## src/rtl/spd_dec_pkg.sv

```systemverilog
package spd_dec_pkg;

  typedef enum logic [1:0] {
    CL_NONE  = 2'd0,
    CL_TWO   = 2'd2,
    CL_THREE = 2'd3
  } cas_sel_e;

  // whole/tenth nibble code to tenths of a nanosecond
  function automatic logic [7:0] nib_to_tenths(input logic [7:0] code);
    logic [7:0] whole;
    logic [7:0] frac;
    whole = {4'd0, code[7:4]};
    frac  = {4'd0, code[3:0]};
    return (whole << 3) + (whole << 1) + frac;
  endfunction

endpackage

```

## src/rtl/spd_cksum_track.sv

```systemverilog
module spd_cksum_track #(
  parameter int IDX_W   = 8,
  parameter int DATA_W  = 8,
  parameter int N_BYTES = 64
) (
  input  logic              clk,
  input  logic              rst,
  input  logic              clr,
  input  logic              byte_valid,
  input  logic [IDX_W-1:0]  byte_idx,
  input  logic [DATA_W-1:0] byte_data,
  output logic              take_o,
  output logic              all_seen_o,
  output logic              sum_match_o
);
  localparam int SEL_W  = $clog2(N_BYTES);
  localparam int CK_IDX = N_BYTES - 1;

  logic [N_BYTES-1:0] seen_q;
  logic [DATA_W-1:0]  sum_q;
  logic [DATA_W-1:0]  stored_q;
  logic [SEL_W-1:0]   sel;
  logic               in_range;

  assign sel      = byte_idx[SEL_W-1:0];
  assign in_range = {1'b0, byte_idx} < (IDX_W+1)'(N_BYTES);
  assign take_o   = byte_valid && in_range && !seen_q[sel];

  always_ff @(posedge clk) begin
    if (rst || clr) begin
      seen_q   <= '0;
      sum_q    <= '0;
      stored_q <= '0;
    end else if (take_o) begin
      seen_q[sel] <= 1'b1;
      if (sel == SEL_W'(CK_IDX)) stored_q <= byte_data;
      else                       sum_q    <= sum_q + byte_data;
    end
  end

  assign all_seen_o  = &seen_q;
  assign sum_match_o = (sum_q == stored_q);

  // with no strobe the running sum holds
  assert_sum_holds_R2: assert property (@(posedge clk) disable iff (rst)
    (!clr && !byte_valid) |=> $stable(sum_q));

  // the record of taken indices only grows until a clear
  assert_seen_grows_R4: assert property (@(posedge clk) disable iff (rst)
    (!clr) |=> ($countones(seen_q) >= $past($countones(seen_q))));

endmodule

```

## src/rtl/spd_field_capture.sv

```systemverilog
module spd_field_capture
  import spd_dec_pkg::*;
#(
  parameter int IDX_W  = 8,
  parameter int DATA_W = 8
) (
  input  logic              clk,
  input  logic              rst,
  input  logic              clr,
  input  logic              take,
  input  logic [IDX_W-1:0]  byte_idx,
  input  logic [DATA_W-1:0] byte_data,
  output logic              type_bad_o,
  output logic [DATA_W-1:0] row_o,
  output logic [DATA_W-1:0] col_o,
  output logic [DATA_W-1:0] banks_o,
  output logic [DATA_W-1:0] width_o,
  output logic              ecc_o,
  output logic [DATA_W-1:0] burst_o,
  output logic [DATA_W-1:0] clmask_o,
  output logic [7:0]        tck3_o,
  output logic              tck3_ok_o,
  output logic [7:0]        tck2_o,
  output logic              tck2_ok_o,
  output logic [DATA_W-1:0] trp_o,
  output logic [DATA_W-1:0] trcd_o,
  output logic [DATA_W-1:0] tras_o
);
  localparam logic [IDX_W-1:0] P_TYPE  = IDX_W'(2);
  localparam logic [IDX_W-1:0] P_ROW   = IDX_W'(3);
  localparam logic [IDX_W-1:0] P_COL   = IDX_W'(4);
  localparam logic [IDX_W-1:0] P_BANKS = IDX_W'(5);
  localparam logic [IDX_W-1:0] P_WIDTH = IDX_W'(6);
  localparam logic [IDX_W-1:0] P_TCK3  = IDX_W'(9);
  localparam logic [IDX_W-1:0] P_CFG   = IDX_W'(11);
  localparam logic [IDX_W-1:0] P_BURST = IDX_W'(16);
  localparam logic [IDX_W-1:0] P_CLMSK = IDX_W'(18);
  localparam logic [IDX_W-1:0] P_TCK2  = IDX_W'(23);
  localparam logic [IDX_W-1:0] P_TRP   = IDX_W'(27);
  localparam logic [IDX_W-1:0] P_TRCD  = IDX_W'(29);
  localparam logic [IDX_W-1:0] P_TRAS  = IDX_W'(30);
  localparam logic [DATA_W-1:0] V_SDRAM = DATA_W'(8'h04);
  localparam logic [DATA_W-1:0] V_ECC   = DATA_W'(8'h02);
  localparam logic [DATA_W-1:0] V_NONE  = DATA_W'(8'hFF);

  always_ff @(posedge clk) begin
    if (rst || clr) begin
      type_bad_o <= 1'b0; row_o  <= '0; col_o  <= '0; banks_o <= '0;
      width_o    <= '0;   ecc_o  <= 1'b0; burst_o <= '0; clmask_o <= '0;
      tck3_o     <= '0;   tck3_ok_o <= 1'b0; tck2_o <= '0; tck2_ok_o <= 1'b0;
      trp_o      <= '0;   trcd_o <= '0; tras_o <= '0;
    end else if (take) begin
      case (byte_idx)
        P_TYPE:  type_bad_o <= (byte_data != V_SDRAM);
        P_ROW:   row_o      <= byte_data;
        P_COL:   col_o      <= byte_data;
        P_BANKS: banks_o    <= byte_data;
        P_WIDTH: width_o    <= byte_data;
        P_CFG:   ecc_o      <= (byte_data == V_ECC);
        P_BURST: burst_o    <= byte_data;
        P_CLMSK: clmask_o   <= byte_data;
        P_TRP:   trp_o      <= byte_data;
        P_TRCD:  trcd_o     <= byte_data;
        P_TRAS:  tras_o     <= byte_data;
        P_TCK3: begin
          tck3_ok_o <= (byte_data != V_NONE);
          tck3_o    <= (byte_data == V_NONE) ? 8'd0 : nib_to_tenths(8'(byte_data));
        end
        P_TCK2: begin
          tck2_ok_o <= (byte_data != V_NONE);
          tck2_o    <= (byte_data == V_NONE) ? 8'd0 : nib_to_tenths(8'(byte_data));
        end
        default: ;
      endcase
    end
  end

  // a taken type byte of 0x04 leaves the flag low
  assert_type_ok_R6: assert property (@(posedge clk) disable iff (rst)
    (!clr && take && byte_idx == P_TYPE && byte_data == V_SDRAM) |=> !type_bad_o);

  // an unsupported code never decodes to a nonzero time
  assert_tck_none_R8: assert property (@(posedge clk) disable iff (rst)
    (!tck2_ok_o) |-> (tck2_o == 8'd0));

endmodule

```

## src/rtl/spd_cas_select.sv

```systemverilog
module spd_cas_select
  import spd_dec_pkg::*;
#(
  parameter int DATA_W = 8
) (
  input  logic [DATA_W-1:0] clmask,
  input  logic [7:0]        tck2,
  input  logic              tck2_ok,
  input  logic [7:0]        tck3,
  input  logic              tck3_ok,
  input  logic [7:0]        target,
  output cas_sel_e          sel_o
);
  logic fit2, fit3;

  assign fit2 = clmask[1] && tck2_ok && (tck2 <= target);
  assign fit3 = clmask[2] && tck3_ok && (tck3 <= target);

  always_comb begin
    if (fit2)      sel_o = CL_TWO;
    else if (fit3) sel_o = CL_THREE;
    else           sel_o = CL_NONE;
  end

endmodule

```

## src/rtl/spd_stream_decoder.sv

```systemverilog
module spd_stream_decoder
  import spd_dec_pkg::*;
#(
  parameter int IDX_W   = 8,
  parameter int DATA_W  = 8,
  parameter int N_BYTES = 64
) (
  input  logic              clk,
  input  logic              rst,
  input  logic              clr,
  input  logic              byte_valid,
  input  logic [IDX_W-1:0]  byte_idx,
  input  logic [DATA_W-1:0] byte_data,
  input  logic [7:0]        target_tenths,
  output logic              done,
  output logic              checksum_ok,
  output logic              type_unsupported,
  output logic [DATA_W-1:0] row_bits,
  output logic [DATA_W-1:0] col_bits,
  output logic [DATA_W-1:0] module_banks,
  output logic [DATA_W-1:0] data_width,
  output logic              ecc_present,
  output logic [DATA_W-1:0] burst_mask,
  output logic [1:0]        cas_latency,
  output logic [7:0]        tck_cl3_tenths,
  output logic [7:0]        tck_cl2_tenths,
  output logic [DATA_W-1:0] trp_ns,
  output logic [DATA_W-1:0] trcd_ns,
  output logic [DATA_W-1:0] tras_ns
);
  logic              take, all_seen, sum_match;
  logic [DATA_W-1:0] clmask;
  logic              tck3_ok, tck2_ok;
  cas_sel_e          cas_next;
  logic              finished_q, done_q, ok_q;
  logic [1:0]        cas_q;

  spd_cksum_track #(.IDX_W(IDX_W), .DATA_W(DATA_W), .N_BYTES(N_BYTES)) u_track (
    .clk(clk), .rst(rst), .clr(clr), .byte_valid(byte_valid),
    .byte_idx(byte_idx), .byte_data(byte_data),
    .take_o(take), .all_seen_o(all_seen), .sum_match_o(sum_match)
  );

  spd_field_capture #(.IDX_W(IDX_W), .DATA_W(DATA_W)) u_fields (
    .clk(clk), .rst(rst), .clr(clr), .take(take),
    .byte_idx(byte_idx), .byte_data(byte_data),
    .type_bad_o(type_unsupported), .row_o(row_bits), .col_o(col_bits),
    .banks_o(module_banks), .width_o(data_width), .ecc_o(ecc_present),
    .burst_o(burst_mask), .clmask_o(clmask),
    .tck3_o(tck_cl3_tenths), .tck3_ok_o(tck3_ok),
    .tck2_o(tck_cl2_tenths), .tck2_ok_o(tck2_ok),
    .trp_o(trp_ns), .trcd_o(trcd_ns), .tras_o(tras_ns)
  );

  spd_cas_select #(.DATA_W(DATA_W)) u_cas (
    .clmask(clmask), .tck2(tck_cl2_tenths), .tck2_ok(tck2_ok),
    .tck3(tck_cl3_tenths), .tck3_ok(tck3_ok),
    .target(target_tenths), .sel_o(cas_next)
  );

  always_ff @(posedge clk) begin
    if (rst || clr) begin
      finished_q <= 1'b0;
      done_q     <= 1'b0;
      ok_q       <= 1'b0;
      cas_q      <= 2'd0;
    end else begin
      done_q <= 1'b0;
      if (all_seen && !finished_q) begin
        finished_q <= 1'b1;
        done_q     <= 1'b1;
        ok_q       <= sum_match;
        cas_q      <= cas_next;
      end
    end
  end

  assign done        = done_q;
  assign checksum_ok = ok_q;
  assign cas_latency = cas_q;

  // the completion pulse lasts one cycle
  assert_done_single_R3: assert property (@(posedge clk) disable iff (rst)
    done |=> !done);

  // completion only once every index has been taken
  assert_done_all_seen_R3: assert property (@(posedge clk) disable iff (rst)
    done |-> all_seen);

  // the checksum result only turns on with the completion pulse
  assert_ok_with_done_R2: assert property (@(posedge clk) disable iff (rst)
    $rose(checksum_ok) |-> done);

  // the published latency is one of the legal codes
  assert_cas_code_R10: assert property (@(posedge clk) disable iff (rst)
    done |-> (cas_latency != 2'd1));

endmodule

```

## config.mk

```make
export PLATFORM = sky130hd
export DESIGN_NAME = spd_stream_decoder
export DESIGN_NICKNAME = d
export VERILOG_FILES = /design/src/rtl/spd_dec_pkg.sv /design/src/rtl/spd_cksum_track.sv /design/src/rtl/spd_field_capture.sv /design/src/rtl/spd_cas_select.sv /design/src/rtl/spd_stream_decoder.sv
export SDC_FILE = /design/constraint.sdc
export NUM_CORES = 1
export LEC_CHECK = 0
export BUFFER_PORTS_ARGS = -buffer_cell sky130_fd_sc_hd__clkbuf_2
export CORE_MARGIN = 2
export CORE_UTILIZATION = 64
export CTS_BUF_LIST = sky130_fd_sc_hd__clkbuf_8
export DETAILED_ROUTE_END_ITERATION = 10
export PLACE_DENSITY_LB_ADDON = 0.05
export SLEW_MARGIN = 20
export SYNTH_ARGS = -nofsm -noshare
export SYNTH_HDL_FRONTEND = slang
export SYNTH_HIERARCHICAL = 1
export SYNTH_SLANG_ARGS = --single-unit
```

## constraint.sdc

```tcl
create_clock -name clk -period 9.2 [get_ports clk]
set_clock_uncertainty 0.05 [all_clocks]
set_input_delay 1.84 -clock clk [delete_from_list [all_inputs] [get_ports clk]]
set_output_delay 1.84 -clock clk [all_outputs]
set_load 0.02 [all_outputs]
```

==> results by stage, run 1 <==
Hold path:
- The class of the most critical hold timing path is flop to flop.

Route:
- After detailed routing, the number of remaining DRC violations is 0.
- The detail route stage leaves a number of antenna-violating nets equal to 0.
- The number of DRC markers after the initial detailed-route iteration is 717.
- The detail-routed via count per cell is 6.21.
- For this block, the via count after detailed routing is 7219.
- The highest signal layer in the routed design is met4.
- The detailed-route wire length is 21.6 mm.
- The wire length per cell is 18.6 um.
- The number of optimization iterations in the first detailed-route pass is 6.
- The detailed route wirelength on metal2 is 10.3 mm.
- After detailed routing, the wire length on met1 is 8.98 mm.
- The routed length on met3 is 1.84 mm.

Clock network:
- The clock tree from TritonCTS is done.
- The number of buffers added by the clock tree synthesis step is 17.
- The post-CTS resize count is 0.
- The root buffer cell is clkbuf_8.
- The number of buffers added to fix hold violations after cts is 0.
- Clock-pin slew was measured on the worst setup and hold paths at 90 ps.
- The maximum buffer depth of the clock tree is 2.
- For the worst-skew pair, the clock arrives at the later sink with an insertion delay of 470 ps.
- The clock sink count is 171.
- The number of buffers inserted by post-CTS setup repair is 0.
- In this run the number of H-tree levels came out at 4.

Floorplan:
- The count of standard-cell rows is 41.
- The chip height is 117 um.
- For this configuration, the core starts out at a cell density of 65.2%.
- The total I/O pin count is 114.
- The floorplan step defined a core boundary enclosing 12500 sq um.
- The width of the die is 117 um.
- The die covers 13700 sq um.

Worst setup path:
- The kind of end point of the critical path is a flop.
- STA classifies the critical path startpoint as an input pin.
- The worst-path maximum fanout is 38.
- At the worst endpoint, the arrival time is 5880 ps.
- The required time reported for the critical path endpoint is 9480 ps.
- The critical setup path kind is input pin to flop.

Synthesis:
- The post-synthesis area per instance is 9.07 sq um.
- The number of warnings printed during yosys synthesis is 6.
- The cell count after synthesis came out at 900.
- The post-synth design cell area is 8170 sq um.
- When the netlist entered floorplanning its net count stood at 961.

Power and ir drop:
- In this run switching power makes up 27.3% of total power.
- The worst-case IR drop observed on VDD is 0.000134 V.
- The power spent charging and discharging nets is 371 uW.
- The leakage component of the power is 0.00378 uW.
- Power comes to 1360 uW.
- The power per cell area is 151 nW/um^2.
- In this run, the clock network consumes 37.3% of the power.
- The portion of total power attributed to combinational logic is 8.3%.
- Of the total power, registers draw 54.4%.
- Cell internal power was estimated by the tool at 991 uW.

Global routing:
- The initial antenna violation count is 0.
- The number of global-route vias before repair came to 6946.
- The wire length of the first global-routing pass is 34.5 mm.
- The global routing usage summed across all routing layers is 32.4%.
- The largest net degree at the start of global routing is 81.
- Summed over all layers, the global routing overflow is 0.

Timing:
- The final hold violation count is 0.
- Counting I/O delays and the setup requirement, the final critical path takes 5600 ps.
- Across all setup checks in the final design, the least slack found is 3600 ps.
- The fraction of the cycle the final worst path needs is 60.9%.
- The total negative slack is 0 ps.
- The number of setup violations in the final report is 0.
- The actual slew at the worst max-slew pin is 1040 ps.
- The final max-slew violation count is 0.
- Static timing analysis puts the maximum clock frequency at 179 MHz.
- Setup repair after global routing left no endpoint under its margin.
- In this run the tightest slew margin relative to its limit is 30.0%.

Finish:
- From synthesis to final layout, the design area changed by 10.8%.
- The proportion of layout cells with a drive suffix above 1 is 18.1%.
- At the end of the flow, the number of nets in the layout was 1038.

Job:
- The number of max-cap violations is 0.

Place:
- Input and output buffers added on the ports amount to 113.
- The final weighted congestion of routability-driven global placement is 0.951.
- Once detailed placement completed, the half-perimeter wirelength came to 14.8 mm.
- The post-place setup slack is 3240 ps.

Run status:
- The flow ran to the end, and the final reports show no timing, DRC or antenna violations.
registers in the layout (all words and copies together) (netlist names):
register             count
u_fields/tras_o          8
u_fields/tck2_o          8
u_fields/width_o         8
u_fields/trcd_o          8
u_track/sum_q            8
u_fields/tck3_o          8
u_fields/row_o           8
u_fields/tck2_ok_o       1
cas_latency              2
u_fields/tck3_ok_o       1
u_track/stored_q         8
u_track/seen_q          64
u_fields/burst_o         8
u_fields/col_o           8
u_fields/ecc_o           1
u_fields/type_bad_o      1
u_fields/banks_o         8
done                     1
finished_q               1
checksum_ok              1
u_fields/trp_o           8
u_fields/clmask_o        2
cell type report:
| cell class | count | area, sq um |
|---|---|---|
| antenna | 1 | 2.50 |
| clock buffer | 17 | 234 |
| clock inverter | 15 | 139 |
| fill | 1018 | 3470 |
| inverter | 19 | 71.3 |
| multi-input combinational | 647 | 4340 |
| sequential | 171 | 3420 |
| tap | 172 | 215 |
| timing repair buffer | 121 | 626 |
critical path, stage by stage:
cell,delay [ps]
clkbuf_2,520
nor2_1,380
buf_4,290
a221o_1,320
a2bb2oi_1,180
o22ai_1,120
nor4_2,310
buf_4,420
nor3b_1,430
nand4_1,560
mux2i_1,410
nor2_1,70
worst paths after layout:
path	depth (start not counted)	startpoint	slack (ps)	end
setup / recovery	12	byte_idx[2]	3600	u_fields/row_o[2]
hold / removal	2	u_fields/tck2_ok_o	410	u_fields/tck2_ok_o
setup reg to reg	10	u_track/seen_q[46]	5460	u_fields/row_o[2]
hold reg to reg	2	u_fields/tck2_ok_o	410	u_fields/tck2_ok_o
cells in the final DEF (no fill, tap or decap), types with 17 or more instances in the layout:
master      n
ha_1       30
nand4_1    22
nor2_1    163
mux2i_1    85
nand2_1    48
nand3_1    20
a21oi_1    33
inv_1      21
clkbuf_2  113
clkbuf_8   17
a31oi_1    62
dfxtp_1   171
power by group through the flow:
stage	logic, uW	registers (uW)	clock network, uW
after floorplan	76.9	758	0
after global placement	104	758	0
after detailed placement	109	758	0
after CTS	110	741	514
after global routing	121	741	547
final	113	741	508
per-layer routing:
| metal | vias up | GRT usage [%] |
|---|---|---|
| met5 | - | 0 |
| met4 | 0 | 14.5 |
| met3 | 51 | 9.42 |
| met2 | 328 | 51.7 |
| met1 | 3449 | 40.8 |
| li1 | 3391 | - |
metrics by stage:
step / cells / hold slack, ps / area (sq um) / util (%)
global placement: 1130 / 388 / 8670 / 69.3
finish: 1163 / 407 / 9050 / 72.3
floorplan: 900 / 382 / 8170 / -
detailed placement: 1130 / 401 / 8670 / 69.3
global route: 1162 / 448 / 9050 / 72.3
CTS: 1162 / 414 / 9040 / 72.3
Note: power is estimated with default switching activity, not from simulation.
==> run 2, diff against run 1 <==
--- a/config.mk
+++ b/config.mk
@@ -7,7 +7,7 @@
 export LEC_CHECK = 0
 export BUFFER_PORTS_ARGS = -buffer_cell sky130_fd_sc_hd__clkbuf_2
 export CORE_MARGIN = 2
-export CORE_UTILIZATION = 64
+export CORE_UTILIZATION = 54
 export CTS_BUF_LIST = sky130_fd_sc_hd__clkbuf_8
 export DETAILED_ROUTE_END_ITERATION = 10
 export PLACE_DENSITY_LB_ADDON = 0.05
==> constraint.sdc (replaced) <==
create_clock -name clk -period 4.5 [get_ports clk]
set_clock_uncertainty 0.05 [all_clocks]
set_input_delay 0.9 -clock clk [delete_from_list [all_inputs] [get_ports clk]]
set_output_delay 0.9 -clock clk [all_outputs]
set_load 0.02 [all_outputs]
==> run 2 against run 1 <==
  * Sequential share of layout area shrank 0.62 points
  * Largest power group unchanged
  * Register-to-register slack lost 4300 ps
  * Highest routed layer unchanged
  * Final cell count grew 2.3%
  * First-iteration DRC count shrank 10%
  * Critical path type unchanged
  * Non-clock buffer count grew 16
  * Combinational power grew 110%
  * Wire length grew 0.96%
  * Setup slack lost 3100 ps
==> results by stage, run 2 (synthesis results as in run 1) <==
Route:
- The detail-routed via count per cell is 5.99 (-3.5%).
- The total number of vias is 7127 (-1.3%).
- The number of DRC markers after the initial detailed-route iteration is 643 (-10%).
- The post-route DRC violation count is 0 (unchanged).
- The detailed-route wire length is 21.8 mm (+0.96%).
- The wire length per cell is 18.4 um (-1.3%).
- The number of optimization iterations in the first detailed-route pass is 5 (-1).
- The count of nets left with antenna violations after detail routing came to 0 (unchanged).

Run status:
- The run finished with clean final reports.

Floorplan:
- The effective utilization at floorplan is 55.8% (-9.5 points).
- The die outline area was 16100 sq um (+18%).
- The chip height is 127 um (+8.6%).
- The count of standard-cell rows came to 44 (+7.3%).
- The total I/O pin count is 114 (unchanged).
- The width of the die is 127 um (+8.6%).
- The area of the core is 14600 sq um (+17%).

Worst setup path:
- The critical setup path kind is input pin to flop.
- The required time reported for the critical path endpoint is 4810 ps (-4670 ps).
- The kind of end point of the critical path is a flop.
- The startpoint type of the worst setup path is an input pin.
- The worst-path maximum fanout is 26 (-32%).
- The arrival time of data at the critical path endpoint came to 4270 ps (-1610 ps).

Timing:
- The final hold violation count is 0 (unchanged).
- The timing-limited maximum frequency is 253 MHz.
- Dividing the final minimum period by the clock period gives 87.9%.
- The number of setup violations in the final report is 0 (unchanged).
- The total negative slack is 0 ps (unchanged).
- The actual slew at the worst max-slew pin was 1100 ps (+59.4 ps).
- Setup repair after global routing left no endpoint under its margin.
- The final setup slack of the worst path is 545 ps (-3060 ps).
- The final max-slew violation count was 0 (unchanged).
- The worst slew margin relative to its limit is 26.0% (-4.0 points).
- The smallest clock period supported by the final layout is computed as 3960 ps.

Clock network:
- The number of buffers added by the clock tree synthesis step is 17 (unchanged).
- The clock-pin slew on the worst setup and hold paths is 90 ps (about the same).
- The maximum buffer depth of the clock tree came to 2 (unchanged).
- The clock latency at the later pin of the worst-skew pair was 480 ps (about the same).
- The clock sink count is 171 (unchanged).
- The root buffer cell is clkbuf_8.
- The post-CTS resize count was 0 (unchanged).
- The number of buffers inserted by post-CTS setup repair came to 0 (unchanged).
- The number of buffers added to fix hold violations after cts was 0 (unchanged).
- TritonCTS built the clock tree.
- The number of H-tree levels is 4 (unchanged).

Global routing:
- The largest net degree at the start of global routing is 65 (-20%).
- The remaining global-route overflow is 0 (unchanged).
- The number of global-route vias before repair is 6904 (-0.60%).
- The initial antenna violation count came to 0 (unchanged).
- The global routing usage summed across all routing layers was 27.3% (-5.0 points).
- The wire length of the first global-routing pass is 35.3 mm (+2.1%).

Finish:
- The final-stage net count is 1054 (+1.5%).
- The largest register by flop count is u_track/seen_q.
- The number of antenna repair diodes is 0 (-1).
- The library cell used most frequently in the layout, excluding fill and tap cells, is dfxtp_1.
- Relative to the synthesized area, the layout overhead comes to 12.7%.
- The number of flip-flops in the largest register is 64 (unchanged).
- The library cells used most frequently in the layout, excluding fill and tap cells, are dfxtp_1, nor2_1, clkbuf_2.
- The proportion of layout cells with a drive suffix above 1 is 19.5% (+1.4 points).

Power and ir drop:
- The power per cell area was 307 nW/um^2 (+100%).
- The peak ir drop on the vdd network is 0.000218 V (+62%).
- The leakage component of the power is 0.00386 uW (+2.2%).

Hold path:
- The path class of the tightest hold or removal check is flop to flop.

Place:
- The final weighted congestion of routability-driven global placement was 0.929 (-2.3%).
- The quantity of I/O buffers inserted on ports is 113 (unchanged).
- The sum of net half-perimeters after detailed placement is 15.5 mm (+4.8%).
- The post-place setup slack is 202 ps (-3040 ps).

Job:
- The number of max-cap violations is 0 (unchanged).
## run 2: final timing paths
path,from,end,slack [ps],cells past startpoint
setup / recovery,byte_idx[2],u_fields/burst_o[3],540,10
hold / removal,u_fields/tck2_ok_o,u_fields/tck2_ok_o,410,2
setup reg to reg,u_track/seen_q[46],u_fields/burst_o[3],1180,9
hold reg to reg,u_fields/tck2_ok_o,u_fields/tck2_ok_o,410,2
## run 2: worst max-delay path: stages
cell and delay [ps]:
clkbuf_2 470, mux2_2 400, a221oi_1 280, o22ai_1 150
a211o_1 320, nor4_2 400, nor3b_1 450, or4b_4 630
mux2i_1 200, nor2_1 60
## run 2: final cells by class
cell class,count,area [sq um]
sequential,171,3420
clock inverter,13,131
fill,1256,5440
timing repair buffer,137,746
tap,184,230
multi-input combinational,647,4340
clock buffer,19,262
inverter,19,71.3
## run 2: power breakdown
part,switching (uW),internal (uW),total [uW],leakage [uW]
logic,165,73.9,239,0.00228
registers,1.59,1510,1510,0.00138
clock network,595,479,1070,0.000198
total,762,2070,2830,0.00386
## run 2: stage by stage
step / std cells / utilization, % / total power [uW] / area, sq um / hold slack (ps)
6_report: 1190 / 62.8 / 2830 / 9200 / 408
5_1_grt: 1190 / 62.8 / 2930 / 9200 / 448
4_1_cts: 1190 / 62.8 / 2840 / 9200 / 409
3_5_place_dp: 1158 / 60.1 / 1780 / 8810 / 398
3_3_place_gp: 1158 / 60.1 / 1780 / 8810 / 389
2_1_floorplan: 900 / - / 1710 / 8170 / 382
## run 2: metal layers
layer	share of wire [%]	global-route usage [%]	routed length (um)
met1	45	35.7	9810
met2	45	42.8	9750
met3	8.0	7.83	1760
met4	2.4	11.1	524
met5	0	0	0
